`config.mk`:
```
export PLATFORM = sky130hd
export DESIGN_NAME = srg_fsgen
export DESIGN_NICKNAME = d
export VERILOG_FILES = /design/src/rtl/srg_pkg.sv /design/src/rtl/srg_bitclk.sv /design/src/rtl/srg_shape.sv /design/src/rtl/srg_framer.sv /design/src/rtl/srg_fsgen.sv
export SDC_FILE = /design/constraint.sdc
export NUM_CORES = 1
export LEC_CHECK = 0
export BUFFER_PORTS_ARGS = -buffer_cell sky130_fd_sc_hd__buf_2
export CORE_MARGIN = 1
export CORE_UTILIZATION = 58
export DETAILED_ROUTE_END_ITERATION = 16
export PLACE_DENSITY = 0.84
export SETUP_SLACK_MARGIN = 0.02
export SYNTH_ARGS = -nofsm -noshare
export SYNTH_HDL_FRONTEND = slang
export SYNTH_SLANG_ARGS = --single-unit
```
`constraint.sdc`:
```
create_clock -name clk -period 2.7 [get_ports clk]
set_input_delay 0.54 -clock clk [delete_from_list [all_inputs] [get_ports clk]]
set_output_delay 0.54 -clock clk [all_outputs]
set_load 0.01 [all_outputs]
```
`src/rtl/srg_pkg.sv`:
```
package srg_pkg;

  typedef enum logic [1:0] {
    FMODE_FIELD  = 2'd0,
    FMODE_SYMM   = 2'd1,
    FMODE_CLAMP  = 2'd2,
    FMODE_FIELD2 = 2'd3
  } fmode_e;

  // Smallest legal frame length in bit clocks for the clamped mode.
  localparam int unsigned CLAMP_MIN_BITS = 33;

  // Symmetric preset: frame bits per word byte and active bits per word byte.
  localparam int unsigned SYM_PER_SHIFT = 4;
  localparam int unsigned SYM_WID_SHIFT = 3;

endpackage

```
`src/rtl/srg_bitclk.sv`:
```
module srg_bitclk #(
  parameter int unsigned DIV_W = 8
) (
  input  logic             clk,
  input  logic             rst_n,
  input  logic             run,
  input  logic [DIV_W-1:0] div,
  output logic             tick_c,
  output logic             tick_q,
  output logic             level
);

  logic [DIV_W-1:0] cnt_q;
  logic [DIV_W-1:0] half;

  assign half   = div >> 1;
  // ">=" keeps the counter bounded if the ratio is lowered mid-count
  assign tick_c = run && (cnt_q >= div);
  assign level  = run && (cnt_q <= half);

  always_ff @(posedge clk or negedge rst_n) begin
    if (!rst_n) begin
      cnt_q  <= '0;
      tick_q <= 1'b0;
    end else begin
      tick_q <= tick_c;
      if (!run || tick_c) begin
        cnt_q <= '0;
      end else begin
        cnt_q <= cnt_q + 1'b1;
      end
    end
  end

endmodule

```
`src/rtl/srg_shape.sv`:
```
module srg_shape
  import srg_pkg::*;
#(
  parameter int unsigned PER_W = 12,
  parameter int unsigned WID_W = 8,
  parameter int unsigned WB_W  = 3
) (
  input  logic [1:0]       mode,
  input  logic [WB_W-1:0]  wbytes,
  input  logic [PER_W-1:0] period,
  input  logic [WID_W-1:0] width,
  output logic [PER_W-1:0] per_eff,
  output logic [WID_W-1:0] wid_eff
);

  localparam logic [PER_W-1:0] CLAMP_LO = PER_W'(CLAMP_MIN_BITS - 1);
  localparam logic [PER_W-1:0] CLAMP_HI = {{(PER_W-1){1'b1}}, 1'b0};

  logic [WB_W-1:0]  bytes_n;
  logic [PER_W-1:0] per_sym;
  logic [WID_W-1:0] wid_sym;
  logic [PER_W-1:0] per_clamp;

  assign bytes_n = (wbytes == '0) ? WB_W'(1) : wbytes;
  assign per_sym = (PER_W'(bytes_n) << SYM_PER_SHIFT) - 1'b1;
  assign wid_sym = (WID_W'(bytes_n) << SYM_WID_SHIFT) - 1'b1;

  always_comb begin
    if (period < CLAMP_LO) begin
      per_clamp = CLAMP_LO;
    end else if (period > CLAMP_HI) begin
      per_clamp = CLAMP_HI;
    end else begin
      per_clamp = period;
    end
  end

  always_comb begin
    unique case (fmode_e'(mode))
      FMODE_SYMM: begin
        per_eff = per_sym;
        wid_eff = wid_sym;
      end
      FMODE_CLAMP: begin
        per_eff = per_clamp;
        wid_eff = width;
      end
      default: begin
        per_eff = period;
        wid_eff = width;
      end
    endcase
  end

endmodule

```
`src/rtl/srg_framer.sv`:
```
module srg_framer #(
  parameter int unsigned PER_W = 12,
  parameter int unsigned WID_W = 8
) (
  input  logic             clk,
  input  logic             rst_n,
  input  logic             go,
  input  logic             tick,
  input  logic             auto_mode,
  input  logic             wr,
  input  logic [PER_W-1:0] per,
  input  logic [WID_W-1:0] wid,
  output logic             active_q,
  output logic             fstart_q
);

  localparam int unsigned CW = PER_W + 1;

  logic [PER_W-1:0] fcnt_q;
  logic             started_q;
  logic             pend_q;
  logic             start_c;
  logic [CW-1:0]    cnt_inc;
  logic [CW-1:0]    wid_ext;
  logic             in_width;

  assign cnt_inc  = {1'b0, fcnt_q} + 1'b1;
  assign wid_ext  = CW'(wid);
  assign in_width = started_q && (cnt_inc <= wid_ext);

  always_comb begin
    if (auto_mode) begin
      start_c = !started_q || (fcnt_q >= per);
    end else begin
      start_c = pend_q || wr;
    end
  end

  always_ff @(posedge clk or negedge rst_n) begin
    if (!rst_n) begin
      fcnt_q    <= '0;
      started_q <= 1'b0;
      pend_q    <= 1'b0;
      active_q  <= 1'b0;
      fstart_q  <= 1'b0;
    end else if (!go) begin
      fcnt_q    <= '0;
      started_q <= 1'b0;
      pend_q    <= 1'b0;
      active_q  <= 1'b0;
      fstart_q  <= 1'b0;
    end else if (tick) begin
      fstart_q <= start_c;
      if (start_c) begin
        fcnt_q    <= '0;
        started_q <= 1'b1;
        pend_q    <= 1'b0;
        active_q  <= 1'b1;
      end else begin
        pend_q   <= 1'b0;
        active_q <= in_width;
        if (auto_mode || (CW'(fcnt_q) <= wid_ext)) begin
          fcnt_q <= cnt_inc[PER_W-1:0];
        end
      end
    end else begin
      fstart_q <= 1'b0;
      pend_q   <= !auto_mode && (pend_q || wr);
    end
  end

endmodule

```
`src/rtl/srg_fsgen.sv`:
```
module srg_fsgen #(
  parameter int unsigned DIV_W = 8,
  parameter int unsigned PER_W = 12,
  parameter int unsigned WID_W = 8,
  parameter int unsigned WB_W  = 3
) (
  input  logic             clk,
  input  logic             rst_n,
  input  logic             gen_run,
  input  logic             fs_run,
  input  logic [DIV_W-1:0] cfg_div,
  input  logic [1:0]       cfg_mode,
  input  logic [WB_W-1:0]  cfg_wbytes,
  input  logic [PER_W-1:0] cfg_period,
  input  logic [WID_W-1:0] cfg_width,
  input  logic             cfg_fs_auto,
  input  logic             data_wr,
  input  logic             bclk_pol,
  input  logic             fs_pol,
  output logic             bclk,
  output logic             bit_tick,
  output logic             fsync,
  output logic             frame_start
);

  logic             tick_c;
  logic             bclk_lvl;
  logic             fs_go;
  logic             fs_act;
  logic [PER_W-1:0] per_eff;
  logic [WID_W-1:0] wid_eff;

  // frame counting is only allowed once the divider runs
  assign fs_go = fs_run && gen_run;

  srg_bitclk #(.DIV_W(DIV_W)) u_div (
    .clk    (clk),
    .rst_n  (rst_n),
    .run    (gen_run),
    .div    (cfg_div),
    .tick_c (tick_c),
    .tick_q (bit_tick),
    .level  (bclk_lvl)
  );

  srg_shape #(.PER_W(PER_W), .WID_W(WID_W), .WB_W(WB_W)) u_shape (
    .mode    (cfg_mode),
    .wbytes  (cfg_wbytes),
    .period  (cfg_period),
    .width   (cfg_width),
    .per_eff (per_eff),
    .wid_eff (wid_eff)
  );

  srg_framer #(.PER_W(PER_W), .WID_W(WID_W)) u_frm (
    .clk       (clk),
    .rst_n     (rst_n),
    .go        (fs_go),
    .tick      (tick_c),
    .auto_mode (cfg_fs_auto),
    .wr        (data_wr),
    .per       (per_eff),
    .wid       (wid_eff),
    .active_q  (fs_act),
    .fstart_q  (frame_start)
  );

  assign bclk  = bclk_lvl ^ bclk_pol;
  assign fsync = fs_act ^ fs_pol;

endmodule

```
==> qor.txt <==
Peak supply drop = 0.0003546 V
CTS tree = built
Most common cell after layout, fill and taps aside = buf_4
Final WS setup = -0.4146 ns
Detailed Routing Iterations Pass 1 = 5
Most frequent cells in the layout = 64 x buf_4, 41 x ha_1, 38 x buf_2, 30 x nand2_1
Most used cell, CP = o21ai_2
Tcrit/Tclk final = 115.4%
Die Area = 4939 um2
Area Growth Syn to Fin = 44.29%
Final core area utilization = 88.38%
Type of the worst setup path = in -> reg
Routed len/inst = 22.48 um
Vias = 3408
Grt ovf = 0
Final Hold Viols = 0
Post-DP HPWL = 6048 um
Worst slew pin tran = 0.6210 ns
Arrival time worst endpoint = 3.32 ns
H-tree depth = 1
Failing checks = setup timing
Lkg Pwr = 1.955 nW
CP Capture Type = register
Antenna viol nets, final = 0
Die Span Y = 70.28 um
Worst hold path class = in -> async
Final setup viols = 15
Mapped Cells = 325
Slew headroom = 58.22%
Post-synthesis async set-or-reset flop share = 100.0%
Port Buf Inserts = 44
Layout cells sized above 1 = 41.26%
Die Wd = 70.28 um
Clock Latency Late Sink = 0.28 ns
Slowest cell on crit path = a311o_2
Clk pwr share = 22.7%
Clk_skew = 0.009699 ns
CP peak stage delay = 0.46 ns
Worst Path Max Fanout = 4
Crit-path cells = buf_2, nand4_1, or3_4, and3_4, o21ai_2, o21ai_2, ha_1, nand2b_4, a21oi_4, o21ai_2, a311o_2, buf_6, nor4b_2, nand3b_1
Cells after DPL = 458
CTS Hold Buffers Added = 0
Net Sw Frac = 34.40%
Combinational power share = 39.5%
TritonCTS Buffers = 3
Top cells by area, synth = dfrtp_1 23%, ha_1 22%, nand2_1 4.9%
Top cell type's share of synthesized area = 23.14%
RSZ-0062 raised after global routing = yes
Largest net degree at the start of global routing = 26
Slew Limit Fails = 0
GRT Overall Usage = 38.61%
Antenna diodes = 0
Area of the mapped netlist = 2704 um2
Core ar. = 4414 um2
Post-synth EDFFs = 0
Sequential power share = 37.8%
Clock root buffer = clkbuf_8
Psw = 0.3514 mW
Startpoint types = primary input
YS warnings = 0
Number of top-level pins = 45
FF+latch count, synth = 25
WL final = 10810 um
Max cap viols = 0
Non-Filler Instances = 481
Placed instance area = 3405 um2
Power, Total = 1.022 mW
Largest buffer count on any clock path = 2
Number of cell rows = 24
PD cells = 261.9 nW/um2
1st-iter DRT viols = 497
Max Freq = 321.1 MHz
Cell family with the largest share of critical-path delay = simple AND/OR/NAND/NOR gates
Vias per cell = 7.085
Status = finished, violations left
Final instance area = 3901 um2
Worst EP required = 2.91 ns
Net Count, Synth = 414
WP buf/inv = 2
Reg clk slew, reported paths = 0.10 ns
Final min period = 3.115 ns
Layout Nets = 519
Area leader, netlist = dfrtp_1
Number of global-route vias before repair = 3120
Int Power = 0.6702 mW
Ys flop type = dfrtp_1
Initial antenna violation count = 0
Sequential fraction of the synthesis area = 23.14%
Mean Syn Cell Area = 8.320 um2
Hold Worst Slack = 0.2599 ns
First-pass GRT wire length = 14990 um
Filler cells = 181
Initial Util = 61.25%
DRC Markers = 0
Gpl congestion = 0.9302
CTS Sinks = 25
Synth cell types = 51
## per-layer routing
layer / vias up / share of wire [%] / GRT usage [%]
met5: - / 0 / 0
met3: 112 / 12 / 6.638
met4: 0 / 7.9 / 12.22
met2: 337 / 46 / 66.14
li1: 1423 / - / -
met1: 1536 / 35 / 49.13
## final cells by class
cell class              count  area (um2)  area share (%)
multi-input cells         274        2342           60.04
repair buffers            108       742.0           19.02
flip-flops and latches     25       625.6           16.04
inverters                  18       80.08           2.053
well taps                  52       65.06           1.668
clock buffers               3       41.29           1.058
clock inverters             1       5.005          0.1283
## metrics by stage
| stage | TNS (ns) | setup slack [ns] |
|---|---|---|
| finish | -4.982 | -0.4146 |
| global route | -5.687 | -0.4726 |
| CTS | -2.731 | -0.2941 |
| detailed placement | -7.287 | -0.5771 |
| global placement | -6.583 | -0.5164 |
| floorplan | -2.150 | -0.2897 |
## worst paths after layout
path                                             start                           end  slack [ns]  depth (start not counted)
max                                      cfg_period[1]   u_frm.fcnt_q[9]$_DFFE_PN0P_       -0.41                         14
min                                              rst_n      u_div.cnt_q[3]$_DFF_PN0_        0.26                          1
max reg2reg                u_frm.fcnt_q[5]$_DFFE_PN0P_  u_frm.fcnt_q[11]$_DFFE_PN0P_        0.04                          9
min reg2reg                   u_div.cnt_q[0]$_DFF_PN0_      u_div.cnt_q[0]$_DFF_PN0_        0.50                          1
max in group asynchronous                        rst_n   u_frm.fcnt_q[2]$_DFFE_PN0P_        2.04                          1
min in group clk              u_div.cnt_q[0]$_DFF_PN0_      u_div.cnt_q[0]$_DFF_PN0_        0.50                          1
## power groups by stage
stage	clock, mW	sequential (mW)	combinational (mW)
2_1_floorplan	0	0.392	0.157
3_3_place_gp	0	0.393	0.271
3_5_place_dp	0	0.393	0.285
4_1_cts	0.228	0.386	0.320
5_1_grt	0.250	0.387	0.423
6_report	0.232	0.386	0.404
## registers in the layout (all words and copies together) (netlist names)
name,cells
u_frm.active_q,1
u_frm.fcnt_q,12
u_frm.started_q,1
u_frm.pend_q,1
u_div.tick_q,1
u_div.cnt_q,8
u_frm.fstart_q,1
## cells in the mapped netlist, drive strengths merged, types with 5 or more instances
library cell  number
o21ai             10
o2111ai            7
nor2              28
nor3              12
clkbuf             8
and2               5
nand2             35
nand3             12
xor2               6
dfrtp             25
ha                48
xnor2              6
a21oi             22
and3               7
inv               17
a21o               7
nand4             10
## logic make-up (layout without fill, tap and decap cells)
logic type | count (synthesis) | after routing | share of synthesized area [%]
compound gates | 81 | 81 | 21.61
flops | 25 | 25 | 23.14
simple gates | 129 | 130 | 24.20
xor+xnor | 12 | 12 | 3.887
mux | 3 | 3 | 1.157
buf+inv | 27 | 130 | 3.794
fa+ha+maj | 48 | 48 | 22.21
## worst reg2reg max path: cells and delay by family, from the launching register on
kind | cells | cell delay [ns]
AO/OA/AOI/OAI | 3 | 0.75
buffers and inverters | 2 | 0.28
adder cells (fa/ha/maj) | 1 | 0.37
AND/OR/NAND/NOR | 3 | 0.63
flip-flops | 1 | 0.56
## timing repair
item,CTS,global route
pin swaps,34,32
endpoints found under the setup margin,15,16
gates resized for setup,26,38
buffers inserted,12,6
cloned,1,1
(Power assumes the default switching activity.)
